File: src/rtl/ocTimerPkg.sv
package ocTimerPkg;

  localparam int MAX_CH = 8;
  localparam int CH_IDX_W = $clog2(MAX_CH);

  localparam int ADDR_CFG = 0;
  localparam int ADDR_ACT = 1;
  localparam int ADDR_SEL = 2;
  localparam int ADDR_FLAG = 3;
  localparam int ADDR_MASK = 4;
  localparam int ADDR_CNT = 5;
  localparam int ADDR_CMP_BASE = 8;

  typedef enum logic [1:0] {
    ACT_HOLD   = 2'b00,
    ACT_TOGGLE = 2'b01,
    ACT_LOW    = 2'b10,
    ACT_HIGH   = 2'b11
  } ocAction_e;

  typedef struct packed {
    logic                flagWr;
    logic                flagRd;
    logic                cmpWr;
    logic [CH_IDX_W-1:0] cmpIdx;
  } ocStrobe_t;

endpackage

File: src/rtl/ocTimerChan.sv
module ocTimerChan
  import ocTimerPkg::*;
#(
  parameter int CNT_W = 16,
  parameter int CHAN  = 0
) (
  input  logic             clk,
  input  logic             rstN,
  input  logic             tick,
  input  logic [CNT_W-1:0] nextCount,
  input  logic             isOut,
  input  logic [1:0]       act,
  input  ocStrobe_t        strobe,
  input  logic [CNT_W-1:0] wdata,
  input  logic             clrBit,
  output logic [CNT_W-1:0] cmpVal,
  output logic             flag,
  output logic             pin
);

  logic match;
  logic cmpHit;
  logic armed;
  ocAction_e action;

  assign cmpHit = strobe.cmpWr && (strobe.cmpIdx == CH_IDX_W'(CHAN));
  assign match  = tick && isOut && (nextCount == cmpVal);
  assign action = ocAction_e'(act);

  always_ff @(posedge clk or negedge rstN) begin
    if (!rstN) begin
      cmpVal <= '0;
    end else if (cmpHit) begin
      cmpVal <= wdata;
    end
  end

  // Arm on a read that sees the flag set; any flag write consumes it.
  always_ff @(posedge clk or negedge rstN) begin
    if (!rstN) begin
      armed <= 1'b0;
    end else if (strobe.flagWr) begin
      armed <= 1'b0;
    end else if (strobe.flagRd && flag) begin
      armed <= 1'b1;
    end
  end

  // A match outranks a clear on the same edge.
  always_ff @(posedge clk or negedge rstN) begin
    if (!rstN) begin
      flag <= 1'b0;
    end else if (match) begin
      flag <= 1'b1;
    end else if (strobe.flagWr && clrBit && armed) begin
      flag <= 1'b0;
    end
  end

  always_ff @(posedge clk or negedge rstN) begin
    if (!rstN) begin
      pin <= 1'b0;
    end else if (match) begin
      case (action)
        ACT_TOGGLE: pin <= ~pin;
        ACT_LOW:    pin <= 1'b0;
        ACT_HIGH:   pin <= 1'b1;
        default:    pin <= pin;
      endcase
    end
  end

endmodule

File: src/rtl/ocTimerDp.sv
module ocTimerDp
  import ocTimerPkg::*;
#(
  parameter int NCH   = 4,
  parameter int CNT_W = 16,
  parameter int SEL_W = 3
) (
  input  logic                      clk,
  input  logic                      rstN,
  input  logic                      runEn,
  input  logic [SEL_W-1:0]          preSel,
  input  logic [NCH-1:0]            chanIsOut,
  input  logic [2*NCH-1:0]          chanAct,
  input  ocStrobe_t                 strobe,
  input  logic [CNT_W-1:0]          wdata,
  output logic [CNT_W-1:0]          countVal,
  output logic                      tick,
  output logic [NCH-1:0]            flagVec,
  output logic [NCH-1:0]            pinVec,
  output logic [NCH-1:0][CNT_W-1:0] cmpBank
);

  localparam int PRE_W = (1 << SEL_W) - 1;
  localparam logic [CNT_W-1:0] CNT_ONE = CNT_W'(1);
  localparam logic [PRE_W-1:0] PRE_ONE = PRE_W'(1);

  logic [PRE_W-1:0] preCnt;
  logic [PRE_W-1:0] divMask;
  logic [CNT_W-1:0] nextCount;

  always_comb begin
    for (int i = 0; i < PRE_W; i++) begin
      divMask[i] = (i < int'(preSel));
    end
  end

  assign tick      = runEn && ((preCnt & divMask) == divMask);
  assign nextCount = countVal + CNT_ONE;

  always_ff @(posedge clk or negedge rstN) begin
    if (!rstN) begin
      preCnt <= '0;
    end else if (!runEn) begin
      preCnt <= '0;
    end else begin
      preCnt <= preCnt + PRE_ONE;
    end
  end

  always_ff @(posedge clk or negedge rstN) begin
    if (!rstN) begin
      countVal <= '0;
    end else if (tick) begin
      countVal <= nextCount;
    end
  end

  for (genvar n = 0; n < NCH; n++) begin : gChan
    ocTimerChan #(
      .CNT_W(CNT_W),
      .CHAN (n)
    ) uChan (
      .clk      (clk),
      .rstN     (rstN),
      .tick     (tick),
      .nextCount(nextCount),
      .isOut    (chanIsOut[n]),
      .act      (chanAct[2*n+:2]),
      .strobe   (strobe),
      .wdata    (wdata),
      .clrBit   (wdata[n]),
      .cmpVal   (cmpBank[n]),
      .flag     (flagVec[n]),
      .pin      (pinVec[n])
    );
  end

endmodule

File: src/rtl/ocTimerCtrl.sv
module ocTimerCtrl
  import ocTimerPkg::*;
#(
  parameter int NCH    = 4,
  parameter int CNT_W  = 16,
  parameter int ADDR_W = 4,
  parameter int SEL_W  = 3
) (
  input  logic                      clk,
  input  logic                      rstN,
  input  logic                      busWr,
  input  logic                      busRd,
  input  logic [ADDR_W-1:0]         busAddr,
  input  logic [CNT_W-1:0]          busWdata,
  output logic [CNT_W-1:0]          busRdata,
  input  logic [CNT_W-1:0]          countVal,
  input  logic [NCH-1:0]            flagVec,
  input  logic [NCH-1:0][CNT_W-1:0] cmpBank,
  output ocStrobe_t                 strobe,
  output logic                      runEn,
  output logic [SEL_W-1:0]          preSel,
  output logic [NCH-1:0]            chanIsOut,
  output logic [2*NCH-1:0]          chanAct,
  output logic [NCH-1:0]            irqMask,
  output logic                      irq
);

  localparam logic [ADDR_W-1:0] A_CFG  = ADDR_W'(ADDR_CFG);
  localparam logic [ADDR_W-1:0] A_ACT  = ADDR_W'(ADDR_ACT);
  localparam logic [ADDR_W-1:0] A_SEL  = ADDR_W'(ADDR_SEL);
  localparam logic [ADDR_W-1:0] A_FLAG = ADDR_W'(ADDR_FLAG);
  localparam logic [ADDR_W-1:0] A_MASK = ADDR_W'(ADDR_MASK);
  localparam logic [ADDR_W-1:0] A_CNT  = ADDR_W'(ADDR_CNT);
  localparam logic [ADDR_W-1:0] A_CMP0 = ADDR_W'(ADDR_CMP_BASE);
  localparam logic [ADDR_W-1:0] N_CMP  = ADDR_W'(NCH);

  logic [ADDR_W-1:0]   cmpOff;
  logic                cmpRange;
  logic [CH_IDX_W-1:0] cmpIdx;

  assign cmpOff   = busAddr - A_CMP0;
  assign cmpRange = (busAddr >= A_CMP0) && (cmpOff < N_CMP);
  assign cmpIdx   = CH_IDX_W'(cmpOff);

  always_comb begin
    strobe.flagWr = busWr && (busAddr == A_FLAG);
    strobe.flagRd = busRd && (busAddr == A_FLAG);
    strobe.cmpWr  = busWr && cmpRange;
    strobe.cmpIdx = cmpIdx;
  end

  always_ff @(posedge clk or negedge rstN) begin
    if (!rstN) begin
      runEn     <= 1'b0;
      preSel    <= '0;
      chanIsOut <= '0;
      chanAct   <= '0;
      irqMask   <= '0;
    end else if (busWr) begin
      case (busAddr)
        A_CFG: begin
          runEn  <= busWdata[CNT_W-1];
          preSel <= busWdata[SEL_W-1:0];
        end
        A_SEL:   chanIsOut <= busWdata[NCH-1:0];
        A_ACT:   chanAct   <= busWdata[2*NCH-1:0];
        A_MASK:  irqMask   <= busWdata[NCH-1:0];
        default: ;
      endcase
    end
  end

  always_comb begin
    busRdata = '0;
    case (busAddr)
      A_CFG: begin
        busRdata[CNT_W-1]   = runEn;
        busRdata[SEL_W-1:0] = preSel;
      end
      A_SEL:  busRdata[NCH-1:0]   = chanIsOut;
      A_ACT:  busRdata[2*NCH-1:0] = chanAct;
      A_FLAG: busRdata[NCH-1:0]   = flagVec;
      A_MASK: busRdata[NCH-1:0]   = irqMask;
      A_CNT:  busRdata            = countVal;
      default: begin
        for (int n = 0; n < NCH; n++) begin
          if (cmpRange && (cmpIdx == CH_IDX_W'(n))) begin
            busRdata = cmpBank[n];
          end
        end
      end
    endcase
  end

  assign irq = |(flagVec & irqMask);

endmodule

File: src/rtl/ocTimer.sv
module ocTimer
  import ocTimerPkg::*;
#(
  parameter int NCH    = 4,
  parameter int CNT_W  = 16,
  parameter int ADDR_W = 4,
  parameter int SEL_W  = 3
) (
  input  logic              clk,
  input  logic              rstN,
  input  logic              busWr,
  input  logic              busRd,
  input  logic [ADDR_W-1:0] busAddr,
  input  logic [CNT_W-1:0]  busWdata,
  output logic [CNT_W-1:0]  busRdata,
  output logic [NCH-1:0]    chanPin,
  output logic              irq
);

  ocStrobe_t                 strobe;
  logic                      runEn;
  logic [SEL_W-1:0]          preSel;
  logic [NCH-1:0]            chanIsOut;
  logic [2*NCH-1:0]          chanAct;
  logic [NCH-1:0]            irqMask;
  logic [CNT_W-1:0]          countVal;
  logic                      tick;
  logic [NCH-1:0]            flagVec;
  logic [NCH-1:0][CNT_W-1:0] cmpBank;

  ocTimerCtrl #(
    .NCH   (NCH),
    .CNT_W (CNT_W),
    .ADDR_W(ADDR_W),
    .SEL_W (SEL_W)
  ) uCtrl (
    .clk      (clk),
    .rstN     (rstN),
    .busWr    (busWr),
    .busRd    (busRd),
    .busAddr  (busAddr),
    .busWdata (busWdata),
    .busRdata (busRdata),
    .countVal (countVal),
    .flagVec  (flagVec),
    .cmpBank  (cmpBank),
    .strobe   (strobe),
    .runEn    (runEn),
    .preSel   (preSel),
    .chanIsOut(chanIsOut),
    .chanAct  (chanAct),
    .irqMask  (irqMask),
    .irq      (irq)
  );

  ocTimerDp #(
    .NCH  (NCH),
    .CNT_W(CNT_W),
    .SEL_W(SEL_W)
  ) uDp (
    .clk      (clk),
    .rstN     (rstN),
    .runEn    (runEn),
    .preSel   (preSel),
    .chanIsOut(chanIsOut),
    .chanAct  (chanAct),
    .strobe   (strobe),
    .wdata    (busWdata),
    .countVal (countVal),
    .tick     (tick),
    .flagVec  (flagVec),
    .pinVec   (chanPin),
    .cmpBank  (cmpBank)
  );

endmodule

File: config.mk
export PLATFORM = sky130hd
export DESIGN_NAME = ocTimer
export DESIGN_NICKNAME = d
export VERILOG_FILES = /design/src/rtl/ocTimerPkg.sv /design/src/rtl/ocTimerChan.sv /design/src/rtl/ocTimerDp.sv /design/src/rtl/ocTimerCtrl.sv /design/src/rtl/ocTimer.sv
export SDC_FILE = /design/constraint.sdc
export NUM_CORES = 1
export LEC_CHECK = 0
export BUFFER_PORTS_ARGS = -buffer_cell sky130_fd_sc_hd__buf_2
export CORE_MARGIN = 2
export CORE_UTILIZATION = 45
export CTS_BUF_LIST = sky130_fd_sc_hd__clkbuf_4 sky130_fd_sc_hd__clkbuf_8
export CTS_CLUSTER_SIZE = 10
export DETAILED_ROUTE_END_ITERATION = 8
export PLACE_DENSITY = 0.73
export SKIP_LAST_GASP = 1
export SLEW_MARGIN = 30
export SYNTH_ARGS = -nofsm -noshare
export SYNTH_HDL_FRONTEND = slang
export SYNTH_HIERARCHICAL = 1
export SYNTH_SLANG_ARGS = --single-unit
File: constraint.sdc
create_clock -name clk -period 4.1 [get_ports clk]
set_input_delay 0 -clock clk [delete_from_list [all_inputs] [get_ports clk]]
set_output_delay 0 -clock clk [all_outputs]
set_load 0.01 [all_outputs]
# Word level (Yosys, flattened, before mapping)
# Cells that the tools add are included.
dict set report op_classes {
  add_sub_neg 3
  n_lt_le_gt_ge 9
  eq_ne 25
  muxes 30
  bitwise_logic 6
  reduce_logical 59
}
# operator count
set ops {}
lappend ops {{16-bit == test} 4}
lappend ops {{16-bit two-way mux} 4}
lappend ops {{1-bit logical AND} 33}
lappend ops {{3-bit case mux with 6 select lines} 1}
lappend ops {{16-bit by 1-bit adder with 16-bit output (second input constant)} 1}
lappend ops {{2-bit == test (second input constant)} 8}
lappend ops {{1-bit two-way mux} 16}
lappend ops {{2-bit AND reduction} 8}
lappend ops {{2-bit nonzero test} 8}
lappend ops {{1-bit case mux with 3 select lines} 5}
lappend ops {{7-bit case mux with 2 select lines} 1}
lappend ops {{4-bit case mux with 3 select lines} 1}
lappend ops {{3-bit nonzero test} 4}
lappend ops {{4-bit OR reduction} 3}
lappend ops {{3-bit < comparator (first input constant)} 3}
lappend ops {{2-bit by 1-bit == test with 1-bit output (second input constant)} 4}
lappend ops {{4-bit by 2-bit == test with 1-bit output (second input constant)} 2}
lappend ops {{4-bit by 3-bit == test with 1-bit output (second input constant)} 2}
lappend ops {{7-bit by 1-bit adder with 7-bit output (second input constant)} 1}
lappend ops {{7-bit AND} 1}
lappend ops {{7-bit == test} 1}
lappend ops {{7-bit two-way mux} 1}
lappend ops {{3-bit by 2-bit == test with 1-bit output (second input constant)} 2}
lappend ops {{1-bit by 3-bit < comparator with 1-bit output (first input constant)} 2}
lappend ops {{12 further kinds} 16}
dict set report word_totals {
  regBits 119
  input_bits 24
}

# Logic depth before layout (Yosys ltp)
# Gate-level depths: netlist (run 1).
dict set report depth {
  ltp_word 9
  depth_mapped 12
  mapped_depth_nobuf 11
}

# By module
# The synthesis (run 1) kept the hierarchy.
# module n_inst cells_per_inst area_each_um2 seq_area_each_um2
set modules_own_cells {}
lappend modules_own_cells {{ocTimerChan at uDp.gChan[1].uChan ...} 2 69 913.4 475.5}
lappend modules_own_cells {ocTimerCtrl 1 157 1791.7 500.5}
lappend modules_own_cells {ocTimerDp 1 128 1330.0 575.6}
lappend modules_own_cells {{ocTimerChan at uDp.gChan[0].uChan} 1 68 920.9 475.5}
lappend modules_own_cells {{ocTimerChan at uDp.gChan[3].uChan} 1 68 915.9 475.5}

# Least setup slack after synthesis (run 1)
# No wires, ideal clock.
dict set report synth_timing {
  kind {reg2reg}
  startpoint {register uDp.countVal[0]}
  endpoint {register uDp.gChan[0].uChan.pin}
  t_arrival_ns 2.451
  t_required_ns 4.018
  path_slack_ns 1.567
  stages_incl_launch_ff 13
  path_cell_list {dfrtp_1 > ha_1 > and3_4 > and3_4 > and2_4 > buf_6 > nand2_1 > xnor2_1 > xnor2_1 > nand4_1 > nor4_2 > a31oi_1 > a31oi_1}
}
dict set report synth_between {
  elab_chain_cells 4
}
# element line_no
set synth_lines {}
lappend synth_lines {{from (decl)} ocTimerDp.sv:16} ;# output logic [CNT_W-1:0] countVal,
lappend synth_lines {{from (signal assigned)} ocTimerDp.sv:54} ;# countVal <= nextCount;
lappend synth_lines {{16-bit by 1-bit adder with 16-bit output} ocTimerDp.sv:38} ;# assign nextCount = countVal + CNT_ONE;
lappend synth_lines {{via uDp.nextCount[8]} ocTimerDp.sv:29} ;# logic [CNT_W-1:0] nextCount;
lappend synth_lines {{16-bit == test} ocTimerChan.sv:27} ;# assign match = tick && isOut && (nextCount == cmpVal);
lappend synth_lines {{1-bit logical AND} ocTimerChan.sv:27}
lappend synth_lines {{2-bit AND reduction (no source line)} n/a}
lappend synth_lines {{to (signal assigned)} ocTimerChan.sv:65} ;# ACT_TOGGLE: pin <= ~pin;
lappend synth_lines {{to (signal assigned)} ocTimerChan.sv:68} ;# default: pin <= pin;
lappend synth_lines {{to (decl)} ocTimerChan.sv:18} ;# output logic pin
# The timed path passes the listed nets, and every way through them passes these cells.
# A chain may end at the register's enable or synchronous reset.

# Worst setup path after layout (run 1)
dict set report layout_timing {
  startpoint {register uDp.countVal[0]}
  endpoint {register uDp.gChan[3].uChan.pin}
}
dict set report layout_between {
  elab_chain_cells 4
}
# element line_no
set layout_lines {}
lappend layout_lines {{16-bit by 1-bit adder with 16-bit output} ocTimerDp.sv:38}
lappend layout_lines {{via uDp.nextCount[8]} ocTimerDp.sv:29}
lappend layout_lines {{16-bit == test} ocTimerChan.sv:27}
lappend layout_lines {{1-bit logical AND} ocTimerChan.sv:27}
lappend layout_lines {{2-bit AND reduction (no source line)} n/a}
lappend layout_lines {{to (signal assigned)} ocTimerChan.sv:65}
lappend layout_lines {{to (signal assigned)} ocTimerChan.sv:68}
lappend layout_lines {{to (decl)} ocTimerChan.sv:18}
# The timed path passes the listed nets, and every way through them passes these cells.

==> results by group, run 1 <==
Detailed routing
  – Vias/cell: 6.07
  – 1st-iter DRT viols: 492
  – DR DRC count: 0
  – Via count: 4,950
  – Antenna Violating Nets Remaining: 0
  – WL/cell: 21.7 um
  – 1st-pass router iterations: 5
  – Routed wire length: 17.7 mm

Die
  – Chip width: 127 um
  – Core area: 14,600 um^2
  – Die height: 127 um
  – Starting Density: 0.463
  – Rows: 44
  – Die area: 16,100 um^2
  – Ports: 45

Critical path
  – Setup crit start: uDp/countVal[0]
  – Critical R2R Capture: uDp/gChan[3].uChan/pin
  – Crit path max fanout: 6
  – Worst Path Class, Setup: flip-flop to flip-flop
  – Crit path to: uDp/gChan[3].uChan/pin
  – Reg2reg start: uDp/countVal[0]
  – Worst path slowest cell: xnor2_1
  – CP max stage delay: 0.45 ns
  – Crit path cell chain: ha_1, and3_4, and3_4, and2_4, nand2_1, xnor2_1, xnor2_1, nand4_1, nor4_2, a31oi_1, a31oi_1
  – Worst setup SP type: flip-flop
  – Worst path required time: 4.47 ns
  – Crit end category: flip-flop
  – Worst R2R Path Depth: 11
  – Worst path arrival time: 3.23 ns
  – Reg2reg setup slack: 1.24 ns

Power
  – Comb pwr share: 0.270
  – Max VDD drop: 0.265 mV
  – Psw: 0.00121 W
  – Leak: 3.33 nW
  – Internal cell power: 0.00232 W
  – Pwr/cell area: 460 nW/um^2
  – Sequential Power Share: 0.455
  – Share of total power in the clock network: 0.276
  – Sw Ratio: 0.342

GRT
  – Tot GR Track Use: 0.231
  – GR Overflow Total: 0
  – Initial antenna violation count: 0
  – Number of global-route vias before repair: 5,070
  – Pin count of the biggest net entering global routing: 88
  – First-pass GRT wire length: 28.2 mm

Cells and area
  – Footprint of the multi-input gates: 3610 um^2
  – Final design utilization: 0.523
  – FILL cells: 1,255
  – Register area: 2980 um^2
  – Ant diodes: 0
  – Layout cell share with drive strength beyond 1: 0.276
  – Final #Nets: 644
  – Area grow syn2layout: 12.9%
  – Fin cells: 815

STA
  – Setup TNS: 0 ns
  – Worst-case clock skew: 0.00779 ns
  – Slew headroom: 0.323
  – Count of pins over their slew limit: 0
  – Final hold vios: 0
  – Fmax achieved: 350 MHz
  – Worst-Margin Slew: 1.02 ns
  – Final setup violation count: 0
  – Final cycle utilization of the critical path: 0.697
  – Worst hold slack: 0.119 ns
  – Min cycle time layout: 2.86 ns
  – Setup repair after global routing missed its margin: no

Synth
  – Ranking of synthesized cells by area: dfrtp_1, xnor2_1, mux2_2
  – Seq/Total Area, Yosys: 0.439
  – Area share of the largest cell type after synthesis: 0.439
  – Number of synthesized flops with an enable pin: 0
  – Post-synthesis register bit count: 119
  – Syn Nets: 585
  – Synthesized area: 6790 um^2
  – Distinct cells, synth: 55
  – Syn Area/Cell: 12.1 um^2
  – Top cell type by total area after synthesis: dfrtp_1
  – Synth warn: 6
  – Asr flop ratio synth: 1.00
  – Post-synth top flop: dfrtp_1
  – Post-Synthesis Cells: 559

Run status
  – Outcome: complete, no violations

Placement
  – Post-DP HPWL: 12.5 mm
  – RD Place Congestion: 0.875
  – DP Cell Count: 765
  – Input/output buffers: 44

Clock network
  – CTS Sinks: 119
  – Clk buf depth: 2
  – Postcts setup bufs: 0
  – Post-CTS sizing: 0
  – TritonCTS clock tree: built
  – Clk root buf: clkbuf_8
  – Total CTS buffers: 17
  – CTS hold repair buffers: 18
  – Max H-tree Level: 4
  – Worst skew pair latency: 0.45 ns
  – Worst-path clk slew: 0.07 ns

Run
  – Number of max-cap violations: 0

Worst hold path
  – Worst min path class: primary input to flip-flop
## registers in the layout, summed over array words and instances (netlist names)
name,flops
uDp/preCnt,7
uCtrl/preSel,3
uDp/gChan.uChan/armed,4
uCtrl/chanIsOut,4
uDp/countVal,16
uDp/gChan.uChan/pin,4
uCtrl/irqMask,4
uCtrl/runEn,1
uCtrl/chanAct,8
uDp/gChan.uChan/cmpVal,64
uDp/gChan.uChan/flag,4
## cells in the final DEF (no fill, tap or decap), types with 10 or more instances in the layout
master / Yosys / routed
dlygate4sd3_1: 0 / 18
buf_2: 12 / 43
nand4_1: 16 / 16
nand2_1: 21 / 21
nor2_1: 11 / 11
xor2_1: 23 / 23
nand3_1: 28 / 28
xnor2_1: 73 / 73
mux2_1: 36 / 36
a21oi_1: 10 / 10
clkbuf_8: 0 / 18
mux2_2: 52 / 52
dfrtp_1: 119 / 119
mux4_2: 16 / 16
o21ai_0: 14 / 14
## cell type report
cell class | count | area share
clock buffer | 18 | 0.0323
clock inverter | 14 | 0.0144
inverter | 8 | 0.00392
multi-input combinational | 403 | 0.471
sequential | 119 | 0.389
tap | 184 | 0.0300
timing repair buffer | 69 | 0.0599
## power groups by stage
stage          Clock, W  Combinational [W]  Sequential (W)
2_1_floorplan         0           0.000685         0.00154
3_3_place_gp          0           0.000898         0.00160
3_5_place_dp          0           0.000927         0.00162
4_1_cts        0.000988           0.000949         0.00160
5_1_grt         0.00105            0.00102         0.00163
6_report       0.000972           0.000950         0.00160
## logic make-up after synthesis
kind of cell    share of synthesized area
compound gates                     0.0688
xor+xnor                            0.124
fa+ha+maj                         0.00369
buf+inv                            0.0337
flops                               0.439
mux                                 0.205
simple gates                        0.126
## routing by layer
layer / vias up / wire (um) / global-route usage
li1: 2159 / - / -
met5: - / 0 / 0
met4: 0 / 566 / 0.107
met1: 2527 / 7630 / 0.304
met2: 222 / 8210 / 0.355
met3: 42 / 1270 / 0.0658
## cells in the mapped netlist, drive strengths merged, types with 3 or more instances
master	number
nor3	7
nand4	17
and3	8
inv	8
a22oi	5
xnor2	73
mux2i	4
buf	25
nand3	29
nand2	21
nor2b	5
o21ai	17
clkbuf	4
xor2	23
a221oi	6
dfrtp	119
mux2	88
nor3b	3
nor4	5
nor2	12
a21oi	10
a31oi	9
mux4	16
nand4b	3
a21boi	3
and2	9
a22o	5
a32o	7
## stage by stage
stage               instance area (um^2)  power (W)  worst slack (ns)
floorplan                           6790    0.00222              1.57
global placement                    7120    0.00250              1.43
detailed placement                  7130    0.00254              1.27
CTS                                 7660    0.00353              1.25
global route                        7660    0.00370              1.03
finish                              7660    0.00352              1.24
## how the worst min path moves through the flow
stage / cells after the start / start / endpoint
floorplan: 0 / rstN / uCtrl/chanAct[0]
global placement: 1 / rstN / uDp/preCnt[5]
detailed placement: 1 / rstN / uDp/preCnt[4]
CTS: 4 / busWr / uDp/gChan[0].uChan/armed
global route: 4 / busWr / uCtrl/irqMask[1]
finish: 4 / busWr / uDp/gChan[0].uChan/armed
## critical path, delay by kind of cell (launching register included)
| kind | cells | cell delay [ns] |
|---|---|---|
| flip-flops | 1 | 0.44 |
| XOR/XNOR | 2 | 0.63 |
| adder cells (fa/ha/maj) | 1 | 0.25 |
| AND/OR/NAND/NOR | 6 | 1.15 |
| AO/OA/AOI/OAI | 2 | 0.29 |
Note: power is estimated with default switching activity, not from simulation.
==> inputs of run 2 (changes only) <==
clock period = 2.92 ns   (was 4.1 ns; I/O delays follow)
==> run 2 against run 1 <==
Against the previous run:
- core utilization rose by 1.3 points
- routed wire length fell by 1.0%
- non-clock buffer count grew 9
- global-route usage fell by 0.60 points
- first-iteration DRC count grew 6.1%
- sequential share of layout area fell by 0.91 points
- worst setup slack worse by 1.1 ns
- clock skew rose by 0.0046 ns
==> results by group, run 2 (synthesis results as in run 1) <==
Clock network
  – Max H-tree Level: 4
  – Worst skew pair latency: 0.45 ns
  – Clk root buf: clkbuf_8
  – Clk buf depth: 2
  – Total CTS buffers: 17
  – Worst-path clk slew: 0.07 ns
  – TritonCTS clock tree: built
  – CTS Sinks: 119

Run
  – Number of max-cap violations: 0

GRT
  – Number of global-route vias before repair: 4,911
  – First-pass GRT wire length: 27.5 mm
  – GR Overflow Total: 0
  – Tot GR Track Use: 0.225
  – Pin count of the biggest net entering global routing: 69
  – Initial antenna violation count: 0

Detailed routing
  – Vias/cell: 5.98
  – 1st-iter DRT viols: 522
  – WL/cell: 21.2 um
  – Via count: 4,925
  – 1st-pass router iterations: 6
  – Routed wire length: 17.5 mm
  – Antenna Violating Nets Remaining: 0
  – DR DRC count: 0

STA
  – Min cycle time layout: 2.75 ns
  – Fmax achieved: 364 MHz
  – Worst hold slack: 0.136 ns
  – Count of pins over their slew limit: 0
  – Worst-case clock skew: 0.0124 ns
  – Final setup violation count: 0
  – Setup TNS: 0 ns
  – Slew headroom: 0.422
  – Worst-Margin Slew: 0.866 ns
  – Final cycle utilization of the critical path: 0.942
  – Final hold vios: 0

Placement
  – Input/output buffers: 44
  – Placed cell areas: 7210 um^2
  – Post-DP HPWL: 12.3 mm
  – RD Place Congestion: 0.918

Cells and area
  – Final #Nets: 653
  – Final instance area: 7850 um^2
  – Ant diodes: 0
  – Layout cell share with drive strength beyond 1: 0.294
  – Commonest non-fill, non-tap cell in the layout: dfrtp_1
  – Max FFs per register: 64
  – Biggest regs: uDp/gChan.uChan/cmpVal x64, uDp/countVal x16, uCtrl/chanAct x8
  – Area grow syn2layout: 15.7%
  – Commonest non-fill, non-tap cells in the layout: dfrtp_1, xnor2_1, mux2_2
  – Final design utilization: 0.536
  – Most flop-heavy register: uDp/gChan.uChan/cmpVal

Die
  – Starting Density: 0.463
  – Ports: 45
  – Rows: 44
  – Core area: 14,600 um^2
  – Chip width: 127 um
  – Die area: 16,100 um^2
  – Die height: 127 um

Critical path
  – Worst setup SP type: flip-flop
  – Reg2reg start: uDp/countVal[0]
  – Worst path required time: 3.29 ns
  – Worst path arrival time: 3.12 ns
  – Crit path max fanout: 6
  – Setup crit start: uDp/countVal[0]
  – Crit end category: flip-flop
  – Worst Path Class, Setup: flip-flop to flip-flop

Power
  – Max VDD drop: 0.340 mV
  – Pwr/cell area: 645 nW/um^2
  – Leak: 3.43 nW

Run status
  – Outcome: complete, no violations

Worst hold path
  – Worst min path class: primary input to async pin
## run 2: cell count changes in the layout (fill, tap and decap cells not counted), sizes merged
cell	change
clkinv	-3
bufinv	+1
clkinvlp	-2
clkbuf	+4
buf	+9
## run 2: path summary, 6_finish.rpt
path                                                end  slack, ns  cells after the start
min reg2reg                    uDp/gChan[3].uChan/armed       0.51                      2
min                                       uDp/preCnt[3]       0.14                      2
max in group asynchronous  uDp/gChan[2].uChan/cmpVal[9]       1.97                      3
min in group clk                     uCtrl/chanIsOut[1]       0.14                      3
max reg2reg                      uDp/gChan[1].uChan/pin       0.17                     11
max                              uDp/gChan[1].uChan/pin       0.17                     11
## run 2: worst max-delay path: stages (launching register included)
cell and delay, ns:
dfrtp_1 0.44, ha_1 0.25, and3_4 0.23, and3_4 0.21
and2_4 0.18, nand2_1 0.14, xnor2_4 0.26, xnor2_1 0.17
nand4_1 0.16, nor4_2 0.36, a31oi_1 0.13, a31oi_1 0.14
## run 2: stage by stage
stage	setup slack (ns)	power (W)	std cells
3_3_place_gp	0.228	0.00351	774
5_1_grt	-0.0277	0.00530	824
2_1_floorplan	0.387	0.00312	559
4_1_cts	0.0749	0.00508	824
6_report	0.171	0.00506	824
3_5_place_dp	0.0793	0.00356	774
## run 2: repair_timing
action | 4_1_cts | 5_1_grt
hold endpoints to repair | 141 | 0
setup endpoints to repair | 0 | 7
resized for setup | 0 | 8
hold buffers | 18 | 0
setup buffers | 0 | 0
## run 2: where the power goes
group / total [W] / internal, W / switching (W)
combinational: 0.00134 / 0.000653 / 0.000686
clock: 0.00147 / 0.000820 / 0.000653
sequential: 0.00225 / 0.00193 / 0.000315
total: 0.00506 / 0.00340 / 0.00165
## run 2: layout make-up
type / count / area (um^2)
clock buffers: 22 / 284
clock inverters: 10 / 103
fillers: 1217 / 6800
inverters: 8 / 30.0
multi-input cells: 403 / 3670
flip-flops and latches: 119 / 2980
well taps: 184 / 230
repair buffers: 78 / 548
## run 2: layer usage
layer	up-vias	track usage	wire [um]
met5	-	0	0
met4	0	0.0847	402
met3	39	0.0515	1320
met2	248	0.358	8290
met1	2462	0.302	7480
li1	2176	-	-
